File: src/rtl/pix_pad_xform.sv
module pix_pad_xform #(
  parameter int LANES = 4,
  parameter int CH    = 3,
  parameter int CVEC  = 8
) (
  input  logic                  clk,
  input  logic                  rst_n,
  input  logic                  in_valid,
  output logic                  in_ready,
  input  logic [LANES*CH*8-1:0] in_data,
  input  logic [LANES-1:0]      in_lane_mask,
  input  logic                  cfg_norm_en,
  input  logic [CH*9-1:0]       cfg_bias,
  input  logic [CH*4-1:0]       cfg_shift,
  output logic                  out_valid,
  input  logic                  out_ready,
  output logic [CVEC*16-1:0]    out_vec
);
  localparam int PIX_W = CH * 8;
  localparam int VEC_W = CVEC * 16;

  function automatic logic [15:0] to_half(input logic [7:0] x, input logic signed [8:0] b,
                                          input logic signed [3:0] s, input logic en);
    logic signed [10:0] v;
    logic [10:0] mag;
    logic [20:0] t;
    int p, e;
    v   = en ? $signed({3'b000, x}) + 11'(b) : $signed({3'b000, x});
    mag = v[10] ? 11'(-v) : 11'(v);
    p   = 0;
    for (int i = 0; i < 11; i++) if (mag[i]) p = i;
    e   = 15 + p + (en ? int'(s) : 0);
    t   = 21'(mag) << (10 - p);
    return (mag == '0) ? 16'h0000 : {v[10], 5'(e), t[9:0]};
  endfunction

  logic [LANES-1:0] done_q, pend, sel;
  logic             last;
  logic [VEC_W-1:0] lane_vec [LANES];

  genvar k, c;
  generate
    for (k = 0; k < LANES; k++) begin : g_lane
      for (c = 0; c < CVEC; c++) begin : g_el
        if (c < CH) begin : g_conv
          assign lane_vec[k][c*16 +: 16] = to_half(in_data[k*PIX_W + c*8 +: 8],
                                                   cfg_bias[c*9 +: 9], cfg_shift[c*4 +: 4],
                                                   cfg_norm_en);
        end else begin : g_pad
          assign lane_vec[k][c*16 +: 16] = 16'h0000;
        end
      end
    end
  endgenerate

  assign pend      = {LANES{in_valid}} & in_lane_mask & ~done_q;
  assign sel       = pend & (~pend + 1'b1);
  assign last      = (pend & ~sel) == '0;
  assign out_valid = |pend;
  assign in_ready  = last && (!out_valid || out_ready);

  always_comb begin
    out_vec = '0;
    for (int i = 0; i < LANES; i++) if (sel[i]) out_vec = lane_vec[i];
  end

  always_ff @(posedge clk) begin
    if (!rst_n)                     done_q <= '0;
    else if (in_valid && in_ready)  done_q <= '0;
    else if (out_valid && out_ready) done_q <= done_q | sel;
  end

  AST_OUT_HOLD: assert property (@(posedge clk) disable iff (!rst_n)
    (out_valid && !out_ready) |=> (out_valid && $stable(out_vec)));
  AST_PAD_ZERO: assert property (@(posedge clk) disable iff (!rst_n)
    out_valid |-> (out_vec[VEC_W-1:CH*16] == '0));
  AST_NO_STALE: assert property (@(posedge clk) disable iff (!rst_n)
    out_valid |-> in_valid);
  AST_EMPTY_SKIP: assert property (@(posedge clk) disable iff (!rst_n)
    (in_valid && in_lane_mask == '0) |-> (in_ready && !out_valid));
  AST_RETIRE_WITH_XFER: assert property (@(posedge clk) disable iff (!rst_n)
    (in_valid && in_ready && |in_lane_mask) |-> (out_valid && out_ready));
endmodule

File: config.mk
export PLATFORM = sky130hd
export DESIGN_NAME = pix_pad_xform
export DESIGN_NICKNAME = d
export VERILOG_FILES = /design/src/rtl/pix_pad_xform.sv
export SDC_FILE = /design/constraint.sdc
export NUM_CORES = 1
export LEC_CHECK = 0
export ABC_AREA = 1
export BUFFER_PORTS_ARGS = -buffer_cell sky130_fd_sc_hd__buf_2
export CORE_ASPECT_RATIO = 2
export CORE_MARGIN = 2
export CORE_UTILIZATION = 40
export DETAILED_ROUTE_END_ITERATION = 7
export SKIP_LAST_GASP = 1
export SLEW_MARGIN = 40
export SYNTH_ARGS = -nofsm -noshare
export SYNTH_HDL_FRONTEND = slang
export SYNTH_SLANG_ARGS = --single-unit
File: constraint.sdc
create_clock -name clk -period 7 [get_ports clk]
set_clock_uncertainty 0.05 [all_clocks]
set_input_delay 1.4 -clock clk [delete_from_list [all_inputs] [get_ports clk]]
set_output_delay 1.4 -clock clk [all_outputs]
set_load 0.02 [all_outputs]
==> impl_metrics.tcl <==
set metrics [dict create \
    largestRegisters "done_q x4" \
    path_class "in -> out" \
    detailed_placement_hpwl_um 64200 \
    synth_common_cells "1350 x nand2_1, 651 x nand3_1, 501 x inv_1" \
    power_frac_comb_pct 97.0 \
    synth_seq_cells 4 \
    non_filler_cell_area_final_um2 22800 \
    placed_cell_area_um2 22200 \
    antenna_violations_before_repair 20 \
    numPortBuffers 193 \
    sequential_to_total_area_share_from_yosys_stat_pct 0.395 \
    finalMaxSlewViolations 0 \
    final-hold-violation-count 0 \
    dr_total_vias 25167 \
    wire_per_inst_um 15.3 \
    power.net_switching_mw 2.44 \
    timing.critical_path.from_type "input port" \
    total_chip_power_mw 3.81 \
    wl_um 73200 \
    pwr-share-clk_pct 2.4 \
    critical_path.top_delay_family "simple AND/OR/NAND/NOR gates" \
    worstPathRequired_ns 5.55 \
    rsz0062_at_grt "true" \
    i_o_pins 274 \
    maxSlewHeadroom_pct 43.7 \
    die_width_um 163 \
    worst_path_largest_cell_delay_ns 0.41 \
    registers.top_by_ff_count "done_q" \
    cts_tree "built" \
    grt_overflow 0 \
    nets 4513 \
    placementRows 116 \
    most_used_dff_post_synth "dfxtp_1" \
    crit_top_cell "nand3_1" \
    drt_first_iter_violations 1082 \
    dominant_cell_type_by_area_after_synthesis "nand2_1" \
    yosysTopAreaCellShare_pct 25.0 \
    first_global_vias 23593 \
    groute.usage.overall_pct 26.8 \
    ctsHoldBuffers 0 \
    vdd.ir_drop.worst_mv 0.121 \
    cell_internal_pwr_mw 1.37 \
    number_of_enable_flip_flop_cells_after_synthesis 0 \
    seq_power_share_pct 0.6 \
    final_core_util_pct 45.6 \
    cts-root-buf "clkbuf_16" \
    placedCellCount 4759 \
    clkSlewWorstSetupHoldPaths_ns 0.03 \
    gp_routability_congestion 0.991 \
    non_filler_cells_in_the_finished_layout 4782 \
    synth_async_sr_flop_share_pct 0 \
    route.antenna.remaining_nets 0 \
    outcome "finished, final reports clean" \
    worstHoldPathType "reg -> reg" \
    yosys-top-cells-area "nand2_1 25%, nand3_1 16%, ha_1 13%, inv_1 9.3%, nor2_1 4.1%" \
    worst_path_arrival_time_ns 5.32 \
    detailedRoute.firstPassIterationCount 7 \
    die-area_um2 52700 \
    tritoncts.num_buffers 3 \
    grt_pass1_wl_um 114000 \
    flip_flop_count_of_the_largest_register_after_layout 4 \
    min_period_ns 6.77 \
    htree_num_levels 1 \
    max_cap_viol_count 0 \
    power_density_normalized_to_cell_area_nw_per_um2 167 \
    timing.fmax_mhz 148 \
    post-route-drc-count 0 \
    layout_cells_sized_above_1_pct 17.0 \
    yosys_warnings 0 \
    cts-root-to-sink-buffers 2 \
    report.final.setup_viol 0 \
    die_h_um 323 \
    clock_sink_count 4 \
    syn_inst 3870 \
    yosys.cell_types.count 58 \
    path_max_fanout 6 \
    worst_path_max_delay_cell "fa_1" \
    static-leakage-power_nw 13.0 \
    worstMarginPinSlew_ns 0.841 \
    insertion_delay_to_the_later_sink_of_the_worst_skew_pair_ns 0.23 \
    sum_of_negative_setup_slack_ns 0 \
    synthesis.area_um2 20300 \
    core-area_um2 50100 \
    power.share.switching_pct 63.9 \
    largest_net_degree_at_the_start_of_global_routing 40 \
    worst-path-buf-inv 7 \
    finalCritPeriodShare_pct 96.7 \
    synthToLayoutAreaGrowth_pct 12.4 \
    route.detailed.vias_per_inst 5.26 \
    critical_path.endpoint_type "primary output" \
    syn_avg_cell_area_um2 5.25 \
    floorplan.initialDensity_pct 40.5 \
    synth.most_common_cell "nand2_1" \
]
## worst min-delay path, cell delays in order, from the launching register on
cell     delay, ns
dfxtp_1       0.31
a21oi_1       0.04
nor2_1        0.08
## through the flow
step | setup WS, ns | hold WS [ns]
floorplan | 0.711 | 0.381
global placement | -0.00588 | 0.414
detailed placement | -0.0590 | 0.424
CTS | 0.0399 | 0.431
global route | -0.0539 | 0.459
finish | 0.233 | 0.426
## placed cells by master (no fill, tap or decap), types with 4 or more instances in the layout
| cell | count |
|---|---|
| nand2_1 | 1335 |
| nand3_1 | 634 |
| inv_1 | 495 |
| nor2_1 | 206 |
| ha_1 | 192 |
| buf_2 | 185 |
| buf_4 | 126 |
| nand4_1 | 116 |
| a21oi_1 | 97 |
| nand2_2 | 95 |
| conb_1 | 80 |
| inv_2 | 60 |
| o21ai_1 | 47 |
| nor2_2 | 41 |
| nand3_2 | 40 |
| o21ai_0 | 40 |
| o211ai_1 | 35 |
| nand3b_1 | 33 |
| fa_1 | 22 |
| ha_2 | 22 |
| or2_2 | 20 |
| or2_1 | 20 |
| o21ai_2 | 16 |
| a21oi_2 | 16 |
| xor2_1 | 16 |
| nand2_4 | 15 |
| xnor2_1 | 12 |
| clkinv_1 | 9 |
| clkinvlp_4 | 8 |
| nor2_4 | 7 |
| o22ai_1 | 7 |
| diode_2 | 6 |
| inv_4 | 6 |
| or2_0 | 6 |
| a21oi_4 | 6 |
| a21boi_4 | 5 |
| o2111ai_1 | 5 |
| buf_12 | 5 |
| dfxtp_1 | 4 |
## worst paths after layout
check,startpoint,end,slack (ns),cells after the start
worst min register to register,done_q[2],done_q[2],0.43,2
worst max-delay path,cfg_bias[18],out_vec[36],0.23,29
worst max register to register,done_q[0],done_q[1],4.85,7
worst min-delay path,done_q[2],done_q[2],0.43,2
## power by group through the flow
stage	clock (mW)	combinational, mW	sequential [mW]
2_1_floorplan	0	2.66	0.0243
3_3_place_gp	0	3.55	0.0243
3_5_place_dp	0	3.56	0.0243
4_1_cts	0.0909	3.57	0.0240
5_1_grt	0.0924	4.15	0.0241
6_report	0.0904	3.69	0.0240
## metal layers
| metal | share of wire, % | up-vias | track usage, % |
|---|---|---|---|
| met4 | 8.0 | 28 | 17.2 |
| met1 | 36 | 11255 | 25.9 |
| met2 | 52 | 664 | 52.6 |
| li1 | - | 12951 | - |
| met5 | 0.23 | - | 0 |
| met3 | 4.0 | 269 | 2.96 |
## cells by family (layout without fill, tap and decap cells)
group	count (synthesis)	in the layout	synth area share, %
buffers and inverters	723	901	16.2
other	1	86	0.0185
AND/OR/NAND/NOR	2582	2582	57.4
XOR/XNOR	28	28	1.21
flip-flops	4	4	0.395
AO/OA/AOI/OAI	292	292	9.13
adder cells (fa/ha/maj)	240	240	15.7
## layout make-up
| class | count | area, um2 |
|---|---|---|
| fill | 5647 | 27300 |
| multi-input combinational | 3222 | 17600 |
| inverter | 575 | 2190 |
| timing repair buffer | 319 | 2000 |
| tap | 649 | 812 |
| sequential | 4 | 80.1 |
| clock buffer | 3 | 75.1 |
| timing repair inverter | 4 | 27.5 |
| antenna | 6 | 15.0 |
## repair_timing
item                                    CTS  global route
hold endpoints to repair                  0             0
buffers inserted                          0            10
gates cloned                              0             4
pin swaps                                 0            23
endpoints found under the setup margin    2            38
gates resized for setup                   2           145
Power figures use the tool's default switching activity.
